`src/rtl/hbcfg_pkg.sv`:
```
package hbcfg_pkg;

   typedef enum logic [3:0] {
      K_BAD      = 4'd0,
      K_STATCMD  = 4'd1,
      K_HDR      = 4'd2,
      K_STORE    = 4'd3,
      K_ATTR_LO  = 4'd4,
      K_ATTR_HI  = 4'd5,
      K_SMM      = 4'd6,
      K_CONST_RO = 4'd7,
      K_CONST_WI = 4'd8,
      K_ZERO     = 4'd9
   } kind_e;

   localparam int NUM_STORE   = 4;
   localparam int STORE_IDX_W = $clog2(NUM_STORE);
   localparam int NUM_SILENT  = 6;

   localparam logic [5:0] IX_STATCMD = 6'h01;
   localparam logic [5:0] IX_HDR_END = 6'h10;
   localparam logic [5:0] IX_ATTR_LO = 6'h16;
   localparam logic [5:0] IX_ATTR_HI = 6'h17;
   localparam logic [5:0] IX_SMM     = 6'h1C;
   localparam logic [5:0] IX_PAGING  = 6'h1E;
   localparam logic [5:0] IX_MFG     = 6'h3E;

   localparam logic [31:0] STATCMD_VAL = 32'h0200_0006;
   localparam logic [31:0] PAGING_VAL  = 32'h380A_0000;
   localparam logic [31:0] MFG_VAL     = 32'h0000_0F20;

   localparam logic [31:0] ATTR_LO_RST = 32'h0000_0003;
   localparam logic [31:0] ATTR_HI_RST = 32'h0000_0000;

   localparam logic [15:0] SMM_RST    = 16'h3802;
   localparam logic [15:0] SMM_KEEP   = 16'hC77C;
   localparam logic [15:0] SMM_FORCE  = 16'h3802;
   localparam logic [15:0] SMM_UNSUP  = 16'h8700;
   localparam logic [15:0] SMM_NOSET  = 16'h4000;
   localparam logic [15:0] SMM_NORAM  = 16'h0040;
   localparam int          SMM_LOCK_B = 4;

   typedef struct packed {
      kind_e                  kind;
      logic [STORE_IDX_W-1:0] sidx;
      logic [31:0]            cval;
   } dec_t;

   // dword index of each plain storage slot
   function automatic logic [5:0] store_ix(input int i);
      case (i)
         0:       return 6'h18;
         1:       return 6'h19;
         2:       return 6'h34;
         default: return 6'h35;
      endcase
   endfunction

   function automatic logic [31:0] store_rst(input int i);
      case (i)
         0:       return 32'h0202_0202;
         1:       return 32'h0000_0002;
         default: return 32'h0000_0000;
      endcase
   endfunction

   // dword index of each read-as-zero, write-ignored slot
   function automatic logic [5:0] silent_ix(input int i);
      case (i)
         0:       return 6'h14;
         1:       return 6'h15;
         2:       return 6'h1A;
         3:       return 6'h1D;
         4:       return 6'h3C;
         default: return 6'h3D;
      endcase
   endfunction

endpackage

```
`src/rtl/hbcfg_decode.sv`:
```
module hbcfg_decode
   import hbcfg_pkg::*;
#(
   parameter int ADDR_W = 8,
   localparam int IX_W  = ADDR_W - 2
) (
   input  logic [IX_W-1:0] dw_ix,
   input  logic            is_write,
   output dec_t            dec
);

   logic [5:0] lo_ix;
   logic       hi_nz;

   assign lo_ix = dw_ix[5:0];

   if (ADDR_W > 8) begin : g_wide
      assign hi_nz = |dw_ix[IX_W-1:6];
   end else begin : g_narrow
      assign hi_nz = 1'b0;
   end

   logic              store_hit;
   logic [STORE_IDX_W-1:0] store_sel;
   logic              silent_hit;

   always_comb begin
      store_hit = 1'b0;
      store_sel = '0;
      for (int i = 0; i < NUM_STORE; i++) begin
         if (lo_ix == store_ix(i)) begin
            store_hit = 1'b1;
            store_sel = STORE_IDX_W'(i);
         end
      end
   end

   always_comb begin
      silent_hit = 1'b0;
      for (int i = 0; i < NUM_SILENT; i++) begin
         if (lo_ix == silent_ix(i)) silent_hit = 1'b1;
      end
   end

   always_comb begin
      dec      = '0;
      dec.kind = K_BAD;
      if (hi_nz) begin
         dec.kind = K_BAD;
      end else if (lo_ix == IX_STATCMD && !is_write) begin
         dec.kind = K_STATCMD;
         dec.cval = STATCMD_VAL;
      end else if (lo_ix < IX_HDR_END) begin
         dec.kind = K_HDR;
      end else if (lo_ix == IX_ATTR_LO) begin
         dec.kind = K_ATTR_LO;
      end else if (lo_ix == IX_ATTR_HI) begin
         dec.kind = K_ATTR_HI;
      end else if (lo_ix == IX_SMM) begin
         dec.kind = K_SMM;
      end else if (lo_ix == IX_PAGING) begin
         dec.kind = K_CONST_WI;
         dec.cval = PAGING_VAL;
      end else if (lo_ix == IX_MFG) begin
         dec.kind = K_CONST_RO;
         dec.cval = MFG_VAL;
      end else if (silent_hit) begin
         dec.kind = K_ZERO;
      end else if (store_hit) begin
         dec.kind = K_STORE;
         dec.sidx = store_sel;
      end
   end

endmodule

```
`src/rtl/hbcfg_store_bank.sv`:
```
module hbcfg_store_bank
   import hbcfg_pkg::*;
#(
   parameter int DATA_W = 32,
   parameter int NUM    = NUM_STORE,
   localparam int SEL_W = (NUM > 1) ? $clog2(NUM) : 1
) (
   input  logic              clk,
   input  logic              rst_n,
   input  logic              wr_en,
   input  logic [SEL_W-1:0]  sel,
   input  logic [DATA_W-1:0] wdata,
   output logic [DATA_W-1:0] rdata
);

   logic [DATA_W-1:0] slot_q [NUM];

   for (genvar g = 0; g < NUM; g++) begin : g_slot
      always_ff @(posedge clk) begin
         if (!rst_n) begin
            slot_q[g] <= DATA_W'(store_rst(g));
         end else if (wr_en && sel == SEL_W'(g)) begin
            slot_q[g] <= wdata;
         end
      end
   end

   always_comb begin
      rdata = '0;
      for (int i = 0; i < NUM; i++) begin
         if (sel == SEL_W'(i)) rdata = slot_q[i];
      end
   end

endmodule

```
`src/rtl/hbcfg_smm_word.sv`:
```
module hbcfg_smm_word
   import hbcfg_pkg::*;
(
   input  logic        clk,
   input  logic        rst_n,
   input  logic        wr_en,
   input  logic [15:0] wr_word,
   output logic [15:0] word_q,
   output logic [31:0] rd_view,
   output logic        flag_q
);

   logic [15:0] s_unsup, s_keep, s_force, s_noset, s_clean;
   logic        take;
   logic        tried_bad;

   // mask chain, applied in fixed order
   always_comb begin
      s_unsup = wr_word & ~SMM_UNSUP;
      s_keep  = s_unsup & SMM_KEEP;
      s_force = s_keep | SMM_FORCE;
      s_noset = s_force & ~SMM_NOSET;
      s_clean = s_noset & ~SMM_NORAM;
   end

   assign take      = wr_en && !word_q[SMM_LOCK_B];
   assign tried_bad = |(wr_word & (SMM_UNSUP | SMM_NORAM));

   always_ff @(posedge clk) begin
      if (!rst_n) begin
         word_q <= SMM_RST;
         flag_q <= 1'b0;
      end else if (take) begin
         word_q <= s_clean;
         if (tried_bad) flag_q <= 1'b1;
      end
   end

   assign rd_view = {(word_q & SMM_KEEP) | SMM_FORCE, 16'h0000};

endmodule

```
`src/rtl/hbcfg_attr_port.sv`:
```
module hbcfg_attr_port
   import hbcfg_pkg::*;
#(
   parameter int DATA_W     = 32,
   parameter bit ACK_BYPASS = 1'b0
) (
   input  logic                clk,
   input  logic                rst_n,
   input  logic                hit,
   input  logic                sel_hi,
   input  logic [DATA_W-1:0]   wdata,
   input  logic                ack,
   output logic [DATA_W-1:0]   lo_q,
   output logic [DATA_W-1:0]   hi_q,
   output logic                dec_valid,
   output logic [2*DATA_W-1:0] dec_pair,
   output logic                stall
);

   logic update;

   assign dec_pair  = sel_hi ? {wdata, lo_q} : {hi_q, wdata};
   assign dec_valid = hit;

   if (ACK_BYPASS) begin : g_fire
      assign stall  = 1'b0;
      assign update = hit;
   end else begin : g_hold
      assign stall  = hit && !ack;
      assign update = hit && ack;
   end

   always_ff @(posedge clk) begin
      if (!rst_n) begin
         lo_q <= DATA_W'(ATTR_LO_RST);
         hi_q <= DATA_W'(ATTR_HI_RST);
      end else if (update) begin
         if (sel_hi) hi_q <= wdata;
         else        lo_q <= wdata;
      end
   end

endmodule

```
`src/rtl/hbcfg_regbank.sv`:
```
module hbcfg_regbank
   import hbcfg_pkg::*;
#(
   parameter int ADDR_W          = 8,
   parameter int DATA_W          = 32,
   parameter bit ATTR_ACK_BYPASS = 1'b0
) (
   input  logic                clk,
   input  logic                rst_n,
   input  logic                req_valid,
   output logic                req_ready,
   input  logic                req_write,
   input  logic [ADDR_W-1:0]   req_offset,
   input  logic [DATA_W-1:0]   req_wdata,
   output logic                rsp_valid,
   output logic [DATA_W-1:0]   rsp_rdata,
   output logic                rsp_error,
   output logic                hdr_sel,
   output logic                hdr_write,
   output logic [ADDR_W-1:0]   hdr_offset,
   output logic [DATA_W-1:0]   hdr_wdata,
   input  logic [DATA_W-1:0]   hdr_rdata,
   input  logic                hdr_err,
   output logic                attr_valid,
   output logic [2*DATA_W-1:0] attr_pair,
   input  logic                attr_ack,
   output logic                smm_flag
);

   localparam int IX_W = ADDR_W - 2;

   if (DATA_W != 32) begin : g_bad_dw
      $error("hbcfg_regbank: DATA_W must be 32");
   end
   if (ADDR_W < 8) begin : g_bad_aw
      $error("hbcfg_regbank: ADDR_W must be at least 8");
   end

   dec_t        dec;
   logic        accept;
   logic        attr_stall;
   logic        attr_hit;
   logic [31:0] store_rd;
   logic [31:0] smm_view;
   logic [15:0] smm_word_q;
   logic [DATA_W-1:0] attr_lo_q, attr_hi_q;

   hbcfg_decode #(.ADDR_W(ADDR_W)) u_dec (
      .dw_ix    (req_offset[ADDR_W-1:2]),
      .is_write (req_write),
      .dec      (dec)
   );

   assign req_ready = !attr_stall;
   assign accept    = req_valid && req_ready;

   assign hdr_sel    = req_valid && (dec.kind == K_HDR);
   assign hdr_write  = req_write;
   assign hdr_offset = req_offset;
   assign hdr_wdata  = req_wdata;

   hbcfg_store_bank #(.DATA_W(32), .NUM(NUM_STORE)) u_store (
      .clk   (clk),
      .rst_n (rst_n),
      .wr_en (accept && req_write && dec.kind == K_STORE),
      .sel   (dec.sidx),
      .wdata (req_wdata[31:0]),
      .rdata (store_rd)
   );

   hbcfg_smm_word u_smm (
      .clk     (clk),
      .rst_n   (rst_n),
      .wr_en   (accept && req_write && dec.kind == K_SMM),
      .wr_word (req_wdata[31:16]),
      .word_q  (smm_word_q),
      .rd_view (smm_view),
      .flag_q  (smm_flag)
   );

   assign attr_hit = req_valid && req_write &&
                     (dec.kind == K_ATTR_LO || dec.kind == K_ATTR_HI);

   hbcfg_attr_port #(.DATA_W(DATA_W), .ACK_BYPASS(ATTR_ACK_BYPASS)) u_attr (
      .clk       (clk),
      .rst_n     (rst_n),
      .hit       (attr_hit),
      .sel_hi    (dec.kind == K_ATTR_HI),
      .wdata     (req_wdata),
      .ack       (attr_ack),
      .lo_q      (attr_lo_q),
      .hi_q      (attr_hi_q),
      .dec_valid (attr_valid),
      .dec_pair  (attr_pair),
      .stall     (attr_stall)
   );

   logic [DATA_W-1:0] nx_rdata;
   logic              nx_err;

   always_comb begin
      nx_rdata = '0;
      nx_err   = 1'b0;
      unique case (dec.kind)
         K_STATCMD:  nx_rdata = DATA_W'(dec.cval);
         K_HDR: begin
            nx_err = hdr_err;
            if (!req_write) nx_rdata = hdr_rdata;
         end
         K_STORE:    if (!req_write) nx_rdata = DATA_W'(store_rd);
         K_ATTR_LO:  if (!req_write) nx_rdata = attr_lo_q;
         K_ATTR_HI:  if (!req_write) nx_rdata = attr_hi_q;
         K_SMM:      if (!req_write) nx_rdata = DATA_W'(smm_view);
         K_CONST_WI: if (!req_write) nx_rdata = DATA_W'(dec.cval);
         K_CONST_RO: begin
            if (req_write) nx_err   = 1'b1;
            else           nx_rdata = DATA_W'(dec.cval);
         end
         K_ZERO:     nx_rdata = '0;
         default:    nx_err   = 1'b1;
      endcase
   end

   always_ff @(posedge clk) begin
      if (!rst_n) begin
         rsp_valid <= 1'b0;
         rsp_rdata <= '0;
         rsp_error <= 1'b0;
      end else begin
         rsp_valid <= accept;
         if (accept) begin
            rsp_rdata <= nx_rdata;
            rsp_error <= nx_err;
         end
      end
   end

endmodule

```
`config.mk`:
```
export PLATFORM = sky130hd
export DESIGN_NAME = hbcfg_regbank
export DESIGN_NICKNAME = d
export VERILOG_FILES = /design/src/rtl/hbcfg_pkg.sv /design/src/rtl/hbcfg_decode.sv /design/src/rtl/hbcfg_store_bank.sv /design/src/rtl/hbcfg_smm_word.sv /design/src/rtl/hbcfg_attr_port.sv /design/src/rtl/hbcfg_regbank.sv
export SDC_FILE = /design/constraint.sdc
export NUM_CORES = 1
export LEC_CHECK = 0
export ABC_AREA = 1
export BUFFER_PORTS_ARGS = -buffer_cell sky130_fd_sc_hd__buf_4
export CAP_MARGIN = 20
export CORE_MARGIN = 1.5
export CORE_UTILIZATION = 50
export DETAILED_ROUTE_END_ITERATION = 12
export PLACE_DENSITY = 0.73
export SYNTH_ARGS = -nofsm -noshare
export SYNTH_HDL_FRONTEND = slang
export SYNTH_SLANG_ARGS = --single-unit
export TNS_END_PERCENT = 1
```
`constraint.sdc`:
```
create_clock -name clk -period 9.7 [get_ports clk]
set_clock_uncertainty 0.05 [all_clocks]
set_input_delay 1.455 -clock clk [delete_from_list [all_inputs] [get_ports clk]]
set_output_delay 1.455 -clock clk [all_outputs]
set_load 0.03 [all_outputs]
```
==> key figures, run 1 <==
Run status
  – Run status: finished, final reports clean

Finish
  – Most frequent cells in the layout: nand2_1 (247), buf_4 (226), nor2_1 (180), inv_1 (155), o21ai_0 (142)
  – Share of cells above drive strength 1: 0.198
  – Layout area overhead: 18.6%
  – Final core occ: 0.601
  – Sequential Area: 0.00591 mm^2
  – Area of the multi-input gates: around 0.0046 mm^2
  – Nets: around 1700
  – Filler instances: just over 2000
  – Antenna diode count: 0
  – Commonest non-fill, non-tap cell in the layout: nand2_1

Synthesis
  – Top FF cell, synth: edfxtp_1
  – Post-synth EDFFs: approximately 130
  – Seq/Total Area, Yosys: 0.499
  – Register bit total from synthesis: 231
  – Post-Syn Area: 0.0118 mm^2
  – Instance count of the mapped netlist: 1475
  – Post-Syn Area per Cell: 8.02 um^2
  – Syn Nets: 1553
  – Ys Warns: 0
  – Synth unique cells: 37
  – Ys async rst share: 0

Die
  – Initial core utilization: 0.507
  – Die ar.: around 0.025 mm^2
  – Die W: 157 um
  – Die height: 157 um
  – Core ar.: 0.0233 mm^2
  – Ports: 221
  – FP Rows: 56

Power and ir drop
  – Maximum VDD drop: 0.000115 V
  – Cell Pwr Density: 160 mW/mm^2
  – P_leak: 0.00587 uW

Drt
  – Pre-Repair DR Iteration Count: 5
  – Vias per inst: 5.57
  – Post-DRT Antenna Nets: 0
  – DRC errors left: 0
  – Via count: roughly 11000
  – DR iter-0 viols: between 1000 and 1500
  – Drt wl/cell: 19.0 um
  – DRT Wirelength: ~37000 um

GRT
  – Met2 Resource Use GR: 0.504
  – Largest net degree at the start of global routing: 121
  – Met1 GRT Util: 0.365
  – First-pass GRT wire length: 55100 um
  – Grt ovf: 0
  – GRT Total Usage: 0.292
  – Vias in the first global route: 9904
  – Initial antenna violation count: 0
  – Most Crowded Layer GR: met2
  – GR Util met3: 0.0385

Clock tree
  – Resized cells post-CTS: 0
  – Clk Latency, worst-skew pair: about 0.53 ns
  – Clk sinks: 231
  – Setup bufs post-CTS: 0
  – Hold Buf Count CTS: 0
  – Clock root cell: clkbuf_16
  – Clk slew on worst S/H paths: around 0.060 ns
  – H-Tree Depth: 1
  – CTS tree: done
  – CTS buffer count: 25
  – Clock buffer depth: 3

Timing
  – Final Cycle Share: 0.545
  – F_max: between 150 and 200 MHz
  – Fin crit period: 5.28 ns
  – Final setup viols: 0
  – Worst setup margin: 4.42 ns
  – Least-Margin Pin Slew: roughly 1.0 ns
  – Worst slew margin: 0.301
  – Fin. max-slew vios: 0
  – Final setup TNS: 0 ns
  – RSZ-0062 raised after global routing: false
  – Final hold violations: 0

Placed design
  – Post-DP HPWL: approximately 25000 um
  – Routability cong.: 0.889
  – IO Port Bufs: 216
  – Pre-CTS setup slack: just under 4 ns

Critical path
  – CP max stage delay: 0.74 ns
  – Slowest cell on the critical path: nand3_1
  – Crit path required time: 8.20 ns
  – R2r setup slk: 8.16 ns
  – CP Launch Type: input port
  – CP Capture Type: primary output
  – CP bufs+invs: 4
  – Critical Path Start: req_offset[6]
  – Crit path kind: input port to primary output
  – Worst reg2reg path startpoint: u_store.slot_q[2][2]
  – Worst path most repeated cell: buf_4
  – CP Max Fanout: 28
  – WP data arrival: between 3 and 4 ns
  – Crit-path leading delay family: simple AND/OR/NAND/NOR gates
  – Crit-path cells: buf_4, inv_2, nor2_4, nand3_1, nand4_1, nor2_2, buf_8, nand2_1, nor3b_1, buf_4

Min path
  – Worst Hold Class: flip-flop to flip-flop
  – Min-Delay Startpoint: u_attr.hi_q[14]

Flow run
  – Max-cap viol count: 0
==> layer usage <==
| metal | up-vias | wire, um |
|---|---|---|
| met3 | 95 | 2940 |
| met4 | 0 | 1600 |
| met2 | 516 | 18000 |
| li1 | 5132 | - |
| met5 | - | 0 |
| met1 | 4972 | 14000 |
==> power breakdown <==
group          leakage (uW)  internal [uW]  switching [uW]
clock              0.000398            533             388
sequential          0.00205           1060            9.41
combinational       0.00342           77.2             174
total               0.00587           1670             572
==> cell usage after synthesis (11+ instances only) <==
library cell,n,share of area
clkbuf_1,60,0.019
nor3_1,15,0.0063
a21oi_1,106,0.045
o31ai_1,14,0.0089
dfxtp_1,103,0.17
nor2_1,180,0.057
a311oi_1,11,0.0081
or2_2,14,0.0074
nand2_1,247,0.078
edfxtp_1,128,0.32
nand4_1,61,0.032
buf_4,44,0.028
inv_1,156,0.049
o21ai_0,145,0.061
buf_2,28,0.012
nand3b_1,14,0.0089
nand3_1,80,0.034
==> flip-flops by register name, indices dropped and copies added, names as in the netlist <==
| register | cells |
|---|---|
| u_attr.hi_q | 32 |
| u_smm.word_q | 4 |
| rsp_rdata | 32 |
| rsp_valid | 1 |
| u_store.slot_q | 128 |
| u_smm.flag_q | 1 |
| rsp_error | 1 |
| u_attr.lo_q | 32 |
==> area by class of cell <==
type	instances	area share
Clock buffer	34	0.0529
Clock inverter	10	0.00357
Inverter	166	0.0449
Multi-Input combinational cell	936	0.326
Sequential cell	231	0.421
Tap cell	319	0.0284
Timing Repair Buffer	228	0.123
==> tightest hold or removal path: stages, from the launching register on <==
cell     delay [ns]
dfxtp_1        0.32
inv_1          0.05
a21oi_1        0.05
==> logic make-up after synthesis <==
logic type | Yosys count | synth area share
compound gates | 304 | 0.141
flops | 231 | 0.499
buf+inv | 308 | 0.117
simple gates | 632 | 0.243
==> through the flow <==
stage | power, uW | cells | hold slack (ns) | cell area (um^2)
6_report | 2240 | 1924 | 0.415 | 14000
3_5_place_dp | 1340 | 1878 | 0.407 | 13200
4_1_cts | 2250 | 1922 | 0.416 | 14000
5_1_grt | 2310 | 1924 | 0.435 | 14000
2_1_floorplan | 1250 | 1475 | 0.387 | 11800
3_3_place_gp | 1340 | 1878 | 0.400 | 13200
==> worst paths after layout <==
kind | cells past startpoint | end
hold reg to reg | 2 | u_attr.hi_q[14]
setup / recovery | 10 | hdr_sel
setup reg to reg | 8 | rsp_rdata[2]
hold / removal | 2 | u_attr.hi_q[14]
(Power assumes the default switching activity.)
==> run 2: changes to the inputs <==
- clock period: 9.7 -> 5.4 ns (I/O delays scaled with it)
==> key figures, run 2 (synthesis gave the netlist of run 1 again) <==
Run status
  – Run status: finished, final reports clean

Finish
  – Nets: 1668
  – Commonest non-fill, non-tap cell in the layout: nand2_1
  – Antenna diode count: 0
  – Most frequent cells in the layout: nand2_1 (247), buf_4 (228), nor2_1 (180), inv_1 (155), o21ai_0 (142)
  – Non-Filler Instances: around 1900
  – Filler instances: between 2000 and 2500
  – Share of cells above drive strength 1: 0.194
  – Max reg flops: 128
  – Top reg by flops: u_store.slot_q
  – Layout area overhead: 18.3%

GRT
  – Grt ovf: 0
  – Vias in the first global route: 10300
  – Largest net degree at the start of global routing: 119
  – Initial antenna violation count: 0
  – First-pass GRT wire length: 55700 um
  – GRT Total Usage: 0.296

Placed design
  – Post-DP HPWL: 25600 um
  – Routability cong.: 0.908
  – IO Port Bufs: 216
  – Post-placement cell count: 1881

Flow run
  – Max-cap viol count: 0

Min path
  – Worst Hold Class: flip-flop to flip-flop
  – Hold Crit Depth: 2
  – Hold Crit Endpoint: u_attr.hi_q[29]
  – Min-Delay Startpoint: u_attr.hi_q[29]

Clock tree
  – H-Tree Depth: 1
  – Clock buffer depth: 3
  – CTS buffer count: 25
  – Hold Buf Count CTS: 0
  – Setup bufs post-CTS: 0
  – CTS tree: done
  – Resized cells post-CTS: 0
  – Clk slew on worst S/H paths: 0.06 ns
  – Clk sinks: 231
  – Clock root cell: clkbuf_16
  – Clk Latency, worst-skew pair: 0.53 ns

Timing
  – RSZ-0062 raised after global routing: false
  – Final hold violations: 0
  – Final Cycle Share: 0.651
  – Fin. max-slew vios: 0
  – Worst slew margin: 0.302
  – Fin crit period: 3.51 ns
  – F_max: approximately 280 MHz
  – Least-Margin Pin Slew: 1.05 ns
  – Final setup viols: 0
  – Final setup TNS: 0 ns

Drt
  – Post-DRT Antenna Nets: 0
  – Pre-Repair DR Iteration Count: 6
  – Vias per inst: 5.69
  – DRT Wirelength: ~37000 um
  – Via count: about 11000
  – DRC errors left: 0
  – DR iter-0 viols: slightly above 1000
  – Drt wl/cell: 19.2 um

Power and ir drop
  – Sw frac: 0.258
  – Maximum VDD drop: 0.000210 V
  – Psw: 1020 uW
  – Comb pwr share: 0.115
  – Int Power: 2930 uW
  – Clock power frac: 0.398
  – Cell Pwr Density: 283 mW/mm^2
  – P_leak: roughly 0.0058 uW
  – Seq pwr share: 0.487

Critical path
  – R2r setup slk: 3.85 ns
  – Reg2reg end: rsp_rdata[2]
  – CP Capture Type: primary output
  – Crit path required time: 4.54 ns
  – Worst reg2reg path startpoint: u_store.slot_q[2][2]
  – CP Max Fanout: 33
  – Crit path kind: input port to primary output
  – FF-to-FF path depth: 8
  – CP Launch Type: input port
  – WP data arrival: 2.65 ns

Die
  – Die height: 157 um
  – Ports: 221
  – Core ar.: 0.0233 mm^2
  – Die ar.: 0.0246 mm^2
  – Die W: 157 um
  – FP Rows: between 50 and 60
  – Initial core utilization: 0.507
-- run 2: power by group through the flow --
stage	logic, uW	registers, uW	clock network [uW]
5_1_grt	485	1930	1650
3_5_place_dp	450	1960	0
2_1_floorplan	266	1980	0
4_1_cts	452	1930	1580
6_report	454	1930	1570
3_3_place_gp	446	1960	0
-- run 2: cell type report --
cell class	instances	area (um^2)	share of cell area
sequential	231	5910	0.422
multi-input combinational	936	4570	0.327
timing repair buffer	230	1750	0.125
clock buffer	34	689	0.0492
inverter	166	631	0.0450
tap	319	399	0.0285
clock inverter	11	47.5	0.00340
-- run 2: worst max-delay path: stages --
cell	delay, ns
buf_4	0.14
inv_2	0.11
nor2_2	0.07
nand3_1	0.08
buf_4	0.28
nand4_1	0.15
nor2_2	0.12
buf_4	0.32
nand2_1	0.12
nor3b_1	0.24
buf_4	0.21
-- run 2: worst max-delay path by stage --
stage | startpoint | to | slack, ns | cells after the start
after global placement | req_offset[4] | u_store.slot_q[2][11] | 1.60 | 13
final | req_offset[3] | hdr_sel | 1.89 | 11
after detailed placement | req_offset[6] | u_store.slot_q[2][11] | 1.57 | 13
after global routing | req_offset[3] | hdr_sel | 1.76 | 11
after CTS | req_offset[3] | hdr_sel | 1.90 | 11
after floorplan | req_offset[6] | u_store.slot_q[1][0] | 0.83 | 11
-- run 2: metal layers --
| layer | up-vias | track usage | share of wire |
|---|---|---|---|
| met5 | - | 0 | 0 |
| met1 | 5205 | 0.352 | 0.38 |
| met3 | 108 | 0.0485 | 0.075 |
| li1 | 5146 | - | - |
| met2 | 504 | 0.519 | 0.50 |
| met4 | 0 | 0.142 | 0.045 |
-- run 2: stage by stage --
| stage | worst slack (ns) | hold slack (ns) | utilization | power (uW) | instance area (um^2) |
|---|---|---|---|---|---|
| 5_1_grt | 1.76 | 0.433 | 0.600 | 4070 | 14000 |
| 6_report | 1.89 | 0.415 | 0.600 | 3960 | 14000 |
| 2_1_floorplan | 0.828 | 0.387 | - | 2240 | 11800 |
| 3_3_place_gp | 1.60 | 0.403 | 0.568 | 2410 | 13200 |
| 3_5_place_dp | 1.57 | 0.405 | 0.568 | 2410 | 13200 |
| 4_1_cts | 1.90 | 0.414 | 0.599 | 3960 | 14000 |
